### src/rtl/rsq_pkg.sv
package rsq_pkg;
  typedef enum logic {
    RD_PAGE = 1'b0,
    RD_CONT = 1'b1
  } rd_mode_e;
endpackage

### src/rtl/rsq_field_dec.sv
module rsq_field_dec #(
  parameter int unsigned ADDR_W     = 24,
  parameter int unsigned PAGES      = 1024,
  parameter int unsigned PAGE_BYTES = 264,
  parameter int unsigned PAGE_W     = 10,
  parameter int unsigned COL_W      = 9
) (
  input  logic [ADDR_W-1:0] field_i,
  output logic [PAGE_W-1:0] page_o,
  output logic [COL_W-1:0]  col_o
);
  logic [PAGE_W-1:0] page_raw;
  logic [COL_W-1:0]  col_raw;
  logic              unused_rsv;

  assign col_raw    = field_i[COL_W-1:0];
  assign page_raw   = field_i[COL_W+PAGE_W-1:COL_W];
  assign unused_rsv = ^field_i[ADDR_W-1:COL_W+PAGE_W];

  // raw range is below twice the modulus, so one conditional subtract suffices
  always_comb begin
    if (32'(col_raw) >= 32'(PAGE_BYTES)) col_o = col_raw - COL_W'(PAGE_BYTES);
    else                                 col_o = col_raw;
    if (32'(page_raw) >= 32'(PAGES))     page_o = page_raw - PAGE_W'(PAGES);
    else                                 page_o = page_raw;
  end
endmodule

### src/rtl/rsq_dummy_cnt.sv
module rsq_dummy_cnt #(
  parameter int unsigned DUMMY_BITS = 32,
  localparam int unsigned CNT_W     = (DUMMY_BITS > 1) ? $clog2(DUMMY_BITS) : 1
) (
  input  logic clk_i,
  input  logic rst_ni,
  input  logic load_i,
  input  logic tick_i,
  output logic data_o
);
  localparam logic [CNT_W-1:0] CNT_LAST = CNT_W'(DUMMY_BITS - 1);

  logic [CNT_W-1:0] cnt_q;
  logic             data_q;

  always_ff @(posedge clk_i or negedge rst_ni) begin
    if (!rst_ni) begin
      cnt_q  <= '0;
      data_q <= 1'b0;
    end else if (load_i) begin
      cnt_q  <= '0;
      data_q <= 1'b0;
    end else if (!data_q && tick_i) begin
      if (cnt_q == CNT_LAST) data_q <= 1'b1;
      else                   cnt_q  <= cnt_q + 1'b1;
    end
  end

  assign data_o = data_q;

  // data phase opens only on the final dummy tick
  a_r4_dummy_done: assert property (@(posedge clk_i) disable iff (!rst_ni)
    $rose(data_q) |-> $past(tick_i) && ($past(cnt_q) == CNT_LAST) && !$past(load_i));

  // a load always reopens the dummy period
  a_r2_load_clears: assert property (@(posedge clk_i) disable iff (!rst_ni)
    load_i |=> !data_q);
endmodule

### src/rtl/rsq_stepper.sv
module rsq_stepper
  import rsq_pkg::*;
#(
  parameter int unsigned PAGES      = 1024,
  parameter int unsigned PAGE_BYTES = 264,
  parameter int unsigned PAGE_W     = 10,
  parameter int unsigned COL_W      = 9,
  parameter int unsigned FLAT_W     = 19
) (
  input  logic              clk_i,
  input  logic              rst_ni,
  input  logic              load_i,
  input  logic [PAGE_W-1:0] ld_page_i,
  input  logic [COL_W-1:0]  ld_col_i,
  input  rd_mode_e          ld_mode_i,
  input  logic              adv_i,
  output logic [PAGE_W-1:0] page_o,
  output logic [COL_W-1:0]  col_o,
  output logic [FLAT_W-1:0] flat_o
);
  localparam logic [COL_W-1:0]  COL_LAST  = COL_W'(PAGE_BYTES - 1);
  localparam logic [PAGE_W-1:0] PAGE_LAST = PAGE_W'(PAGES - 1);
  localparam logic [FLAT_W-1:0] PB_F      = FLAT_W'(PAGE_BYTES);

  logic [PAGE_W-1:0] page_q, page_d;
  logic [COL_W-1:0]  col_q, col_d;
  logic [FLAT_W-1:0] flat_q;
  rd_mode_e          mode_q, mode_d;

  always_comb begin
    page_d = page_q;
    col_d  = col_q;
    mode_d = mode_q;
    if (load_i) begin
      page_d = ld_page_i;
      col_d  = ld_col_i;
      mode_d = ld_mode_i;
    end else if (adv_i) begin
      if (col_q == COL_LAST) begin
        col_d = '0;
        if (mode_q == RD_CONT) page_d = (page_q == PAGE_LAST) ? '0 : page_q + 1'b1;
      end else begin
        col_d = col_q + 1'b1;
      end
    end
  end

  // flat address built from next state: same edge as page/col, no extra latency
  always_ff @(posedge clk_i or negedge rst_ni) begin
    if (!rst_ni) begin
      page_q <= '0;
      col_q  <= '0;
      mode_q <= RD_PAGE;
      flat_q <= '0;
    end else begin
      page_q <= page_d;
      col_q  <= col_d;
      mode_q <= mode_d;
      flat_q <= FLAT_W'(page_d) * PB_F + FLAT_W'(col_d);
    end
  end

  assign page_o = page_q;
  assign col_o  = col_q;
  assign flat_o = flat_q;

  a_r3_col_range: assert property (@(posedge clk_i) disable iff (!rst_ni)
    32'(col_q) < 32'(PAGE_BYTES));

  a_r5_step: assert property (@(posedge clk_i) disable iff (!rst_ni)
    adv_i && !load_i && (col_q != COL_LAST) |=> (col_q == $past(col_q) + 1'b1) && $stable(page_q));

  a_r6_carry: assert property (@(posedge clk_i) disable iff (!rst_ni)
    adv_i && !load_i && (mode_q == RD_CONT) && (col_q == COL_LAST) && (page_q != PAGE_LAST)
    |=> (col_q == '0) && (page_q == $past(page_q) + 1'b1));

  a_r7_array_wrap: assert property (@(posedge clk_i) disable iff (!rst_ni)
    adv_i && !load_i && (mode_q == RD_CONT) && (col_q == COL_LAST) && (page_q == PAGE_LAST)
    |=> (col_q == '0) && (page_q == '0));

  a_r8_same_page: assert property (@(posedge clk_i) disable iff (!rst_ni)
    adv_i && !load_i && (mode_q == RD_PAGE) |=> $stable(page_q));

  a_r9_mode_held: assert property (@(posedge clk_i) disable iff (!rst_ni)
    !load_i |=> $stable(mode_q));
endmodule

### src/rtl/rd_addr_seq.sv
module rd_addr_seq
  import rsq_pkg::*;
#(
  parameter int unsigned ADDR_W     = 24,
  parameter int unsigned PAGES      = 1024,
  parameter int unsigned PAGE_BYTES = 264,
  parameter int unsigned DUMMY_BITS = 32,
  localparam int unsigned PAGE_W    = $clog2(PAGES),
  localparam int unsigned COL_W     = $clog2(PAGE_BYTES),
  localparam int unsigned FLAT_W    = $clog2(PAGES * PAGE_BYTES)
) (
  input  logic              clk_i,
  input  logic              rst_ni,
  input  logic              load_i,
  input  logic [ADDR_W-1:0] addr_field_i,
  input  logic              cont_mode_i,
  input  logic              bit_tick_i,
  input  logic              byte_done_i,
  output logic              data_phase_o,
  output logic [PAGE_W-1:0] page_o,
  output logic [COL_W-1:0]  col_o,
  output logic [FLAT_W-1:0] arr_addr_o
);
  logic [PAGE_W-1:0] ld_page;
  logic [COL_W-1:0]  ld_col;
  logic              data_ph;
  rd_mode_e          ld_mode;

  assign ld_mode = cont_mode_i ? RD_CONT : RD_PAGE;

  rsq_field_dec #(
    .ADDR_W(ADDR_W), .PAGES(PAGES), .PAGE_BYTES(PAGE_BYTES),
    .PAGE_W(PAGE_W), .COL_W(COL_W)
  ) u_dec (
    .field_i(addr_field_i),
    .page_o (ld_page),
    .col_o  (ld_col)
  );

  rsq_dummy_cnt #(.DUMMY_BITS(DUMMY_BITS)) u_dummy (
    .clk_i (clk_i),
    .rst_ni(rst_ni),
    .load_i(load_i),
    .tick_i(bit_tick_i),
    .data_o(data_ph)
  );

  rsq_stepper #(
    .PAGES(PAGES), .PAGE_BYTES(PAGE_BYTES), .PAGE_W(PAGE_W),
    .COL_W(COL_W), .FLAT_W(FLAT_W)
  ) u_step (
    .clk_i    (clk_i),
    .rst_ni   (rst_ni),
    .load_i   (load_i),
    .ld_page_i(ld_page),
    .ld_col_i (ld_col),
    .ld_mode_i(ld_mode),
    .adv_i    (byte_done_i & data_ph),
    .page_o   (page_o),
    .col_o    (col_o),
    .flat_o   (arr_addr_o)
  );

  assign data_phase_o = data_ph;

  a_r10_flat_match: assert property (@(posedge clk_i) disable iff (!rst_ni)
    arr_addr_o == FLAT_W'(page_o) * FLAT_W'(PAGE_BYTES) + FLAT_W'(col_o));

  a_r4_no_step_in_dummy: assert property (@(posedge clk_i) disable iff (!rst_ni)
    !data_ph && !load_i |=> $stable(col_o) && $stable(page_o));

  a_r11_load_wins: assert property (@(posedge clk_i) disable iff (!rst_ni)
    load_i |=> (col_o == $past(ld_col)) && (page_o == $past(ld_page)) && !data_phase_o);
endmodule

### config.mk
export PLATFORM = sky130hd
export DESIGN_NAME = rd_addr_seq
export DESIGN_NICKNAME = d
export VERILOG_FILES = /design/src/rtl/rsq_pkg.sv /design/src/rtl/rsq_field_dec.sv /design/src/rtl/rsq_dummy_cnt.sv /design/src/rtl/rsq_stepper.sv /design/src/rtl/rd_addr_seq.sv
export SDC_FILE = /design/constraint.sdc
export NUM_CORES = 1
export LEC_CHECK = 0
export ABC_AREA = 1
export BUFFER_PORTS_ARGS = -buffer_cell sky130_fd_sc_hd__buf_2
export CAP_MARGIN = 20
export CORE_MARGIN = 1.5
export CORE_UTILIZATION = 52
export DETAILED_ROUTE_END_ITERATION = 10
export PLACE_DENSITY = 0.79
export SLEW_MARGIN = 20
export SYNTH_ARGS = -nofsm -noshare
export SYNTH_HDL_FRONTEND = slang
export SYNTH_SLANG_ARGS = --single-unit
### constraint.sdc
create_clock -name clk_i -period 5.8 [get_ports clk_i]
set_input_delay 0.29 -clock clk_i [delete_from_list [all_inputs] [get_ports clk_i]]
set_output_delay 0.29 -clock clk_i [all_outputs]
set_load 0.01 [all_outputs]
==> flow_metrics.env <==
export IMPL_status="complete, no violations"
export IMPL_clockBufferDepth=2
export IMPL_path_clk_slew_ps=80
export IMPL_wl_per_cell_um=14.61
export IMPL_critPathArrivalTime_ps=4580
export IMPL_period_needed_ps=4395
export IMPL_cts_hold_buf=0
export IMPL_layout_nets=499
export IMPL_ys_warn_count=0
export IMPL_diodes=0
export IMPL_cp_max_fo=6
export IMPL_cts_buffers=5
export IMPL_ys_types=39
export IMPL_vias=2787
export IMPL_fin_util_pct=62.81
export IMPL_htreeDepth=2
export IMPL_core_mm2=0.005608
export IMPL_power_internal_uw=538.9
export IMPL_pwr_share_comb_pct=34.5
export IMPL_postCtsSetupBuffers=0
export IMPL_ir_worst_vdd_mv=0.1570
export IMPL_finalNonFillerCells=514
export IMPL_dieArea_mm2=0.006390
export IMPL_yosys_most_used_dff="dfrtp_1"
export IMPL_grt_first_pass_wirelength_um=12420
export IMPL_wl_um=7512
export IMPL_syn_area_mm2=0.003078
export IMPL_p_sw_uw=307.1
export IMPL_finalSetupViolCount=0
export IMPL_crit_type="flip-flop to flip-flop"
export IMPL_drt_iter0_drc=148
export IMPL_die_x_um=79.94
export IMPL_tns_ps=0
export IMPL_initial_core_util_pct=54.89
export IMPL_antenna_found_initial=0
export IMPL_start_kind="flip-flop"
export IMPL_place_detailed_hpwl_um=5855
export IMPL_switching_share_pct=36.30
export IMPL_drc=0
export IMPL_p_per_area_mw_per_mm2=240.2
export IMPL_dieHeight_um=79.94
export IMPL_whs_ps=143.9
export IMPL_grt_overflow_total=0
export IMPL_ctsResizeCount=0
export IMPL_drv_cap=0
export IMPL_slew_headroom_pct=35.73
export IMPL_async_reset_ff_share_pct=100.0
export IMPL_root_buffer="clkbuf_8"
export IMPL_syn_inst=380
export IMPL_track_usage_pct=25.16
export IMPL_synth_enable_flop_cells=0
export IMPL_slew_viol_final=0
export IMPL_ios=69
export IMPL_grt_max_degree=43
export IMPL_min_path_type="input port to async pin"
export IMPL_rows=27
export IMPL_area_growth_pct=14.43
export IMPL_synth_seq_area_share_pct=34.15
export IMPL_ys_ff_latch=42
export IMPL_firstDrtPassIters=4
export IMPL_tightest_slew_ps=964.1
export IMPL_hold_viol=0
export IMPL_rsz0062_at_grt="no"
export IMPL_place_inst=507
export IMPL_final_area_mm2=0.003522
export IMPL_via_per_inst=5.422
export IMPL_crit_required_ps=5980
export IMPL_placed_area_mm2=0.003442
export IMPL_fillers=523
export IMPL_cts_tree="yes"
export IMPL_critPathCaptureType="flip-flop"
export IMPL_sequentialPowerShare_pct=44.0
export IMPL_power_frac_clock_pct=21.5
export IMPL_grt_pass1_vias=2707
export IMPL_gp_congestion=0.9003
export IMPL_synth_nets=437
export IMPL_max_freq_mhz=227.5
export IMPL_fin_crit_sh_pct=75.78
export IMPL_leakagePower_uw=0.001799
export IMPL_synth_area_per_cell_um2=8.100
export IMPL_drive_gt1_share_pct=26.70
export IMPL_io_buffer_count=63
export IMPL_fin_skew_ps=5.018
export IMPL_postRouteAntennaNets=0
export IMPL_clkLatencyLatePin_ps=290
export IMPL_clock_sinks=42
## routing by layer
layer  up-vias  part of all wire (%)  global-route usage, %  wire (um)
li1       1380                     -                      -          -
met1      1323                    45                  32.93       3384
met2        77                    49                  43.03       3677
met3         7                   4.9                  4.571        369
met4         0                   1.1                  5.690         80
met5         -                     0                      0          0
## Yosys cell counts (3+ instances only)
library cell,count,share of area (%)
nand2_1,57,7.0
inv_1,47,5.7
dfrtp_1,42,34
nor2_1,32,3.9
nand3_1,30,4.9
ha_1,25,10
o21ai_0,18,2.9
xor2_1,16,4.6
a21oi_1,14,2.3
nand3_2,10,3.3
nand4_1,9,1.8
nor3_1,9,1.5
inv_2,8,0.98
nand2_2,8,1.6
nor2_4,5,1.8
xnor2_1,5,1.4
o21ai_1,4,0.65
o21ai_2,4,1.1
buf_2,3,0.49
buf_4,3,0.73
clkbuf_1,3,0.37
o22ai_1,3,0.61
o311ai_0,3,0.85
## state kept, by name (all words and copies together), names as in the netlist
signal          count
u_dummy.cnt_q       5
u_dummy.data_o      1
u_step.col_o        9
u_step.flat_o      16
u_step.mode_q       1
u_step.page_o      10
## kinds of logic (layout without fill, tap and decap cells)
kind of cell    after synthesis  after routing  share of synthesized area [%]
simple gates                168            168                          28.37
compound gates               57             57                          11.55
xor+xnor                     21             21                          5.975
fa+ha+maj                    27             27                          11.46
flops                        42             42                          34.15
buf+inv                      65            127                          8.496
## power groups by stage
stage               clock network, uW  registers, uW  logic (uW)
floorplan                           0            398         168
global placement                    0            376         283
detailed placement                  0            376         292
CTS                               188            372         295
global route                      203            378         327
finish                            182            372         292
## per-stage QoR
step | setup WS (ps) | total power (uW)
after global routing | 1047 | 907.2
after floorplan | 1898 | 565.3
final | 1405 | 846.0
after CTS | 1426 | 854.5
after detailed placement | 1447 | 668.3
after global placement | 1570 | 658.4
## worst paths after layout
check / cells past startpoint / slack (ps) / endpoint / start
max in group asynchronous: 1 / 5060 / u_step.flat_o[17] / rst_ni
max: 21 / 1400 / u_step.flat_o[17] / u_step.col_o[0]
min: 1 / 140 / u_step.col_o[8] / rst_ni
min reg2reg: 2 / 540 / u_dummy.cnt_q[4] / u_dummy.cnt_q[4]
max reg2reg: 21 / 1400 / u_step.flat_o[17] / u_step.col_o[0]
min in group clk_i: 3 / 230 / u_step.mode_q / cont_mode_i
## area by class of cell
cell class	count	area (um2)	share of cell area (%)
tap	72	90.09	2.558
sequential	42	1051	29.84
clock buffer	6	72.57	2.060
timing repair buffer	64	322.8	9.165
multi-input combinational	273	1765	50.12
clock inverter	1	7.507	0.2131
inverter	56	212.7	6.039
## critical path: stages, from the launching register on
cell and delay (ps):
dfrtp_1 440, ha_1 210, nand2_2 80, nor2_1 170, nand3_2 190, nor2_4 200, inv_1 90, nand2_1 60
nand2_1 60, o22ai_1 280, inv_1 150, ha_1 210, ha_1 270, ha_1 160, inv_1 50, fa_1 410
o31ai_2 330, xor2_1 270, nor3b_2 280, nand3_1 150, o21ai_1 150, nand2_1 60
## cell usage in the layout, fill, tap and decap left out, types with 3 or more instances in the layout
cell type   n
inv_2       8
clkbuf_8    5
inv_1      47
nor2_1     32
dfrtp_1    42
nor3_1      9
xor2_1     16
nand4_1     9
ha_1       25
nor2_4      5
o21ai_2     4
nand3_2    10
o21ai_0    18
nand2_1    57
o311ai_0    3
nand3_1    30
buf_2      63
xnor2_1     5
nand2_2     8
o22ai_1     3
a21oi_1    14
o21ai_1     4
(Power assumes the default switching activity.)
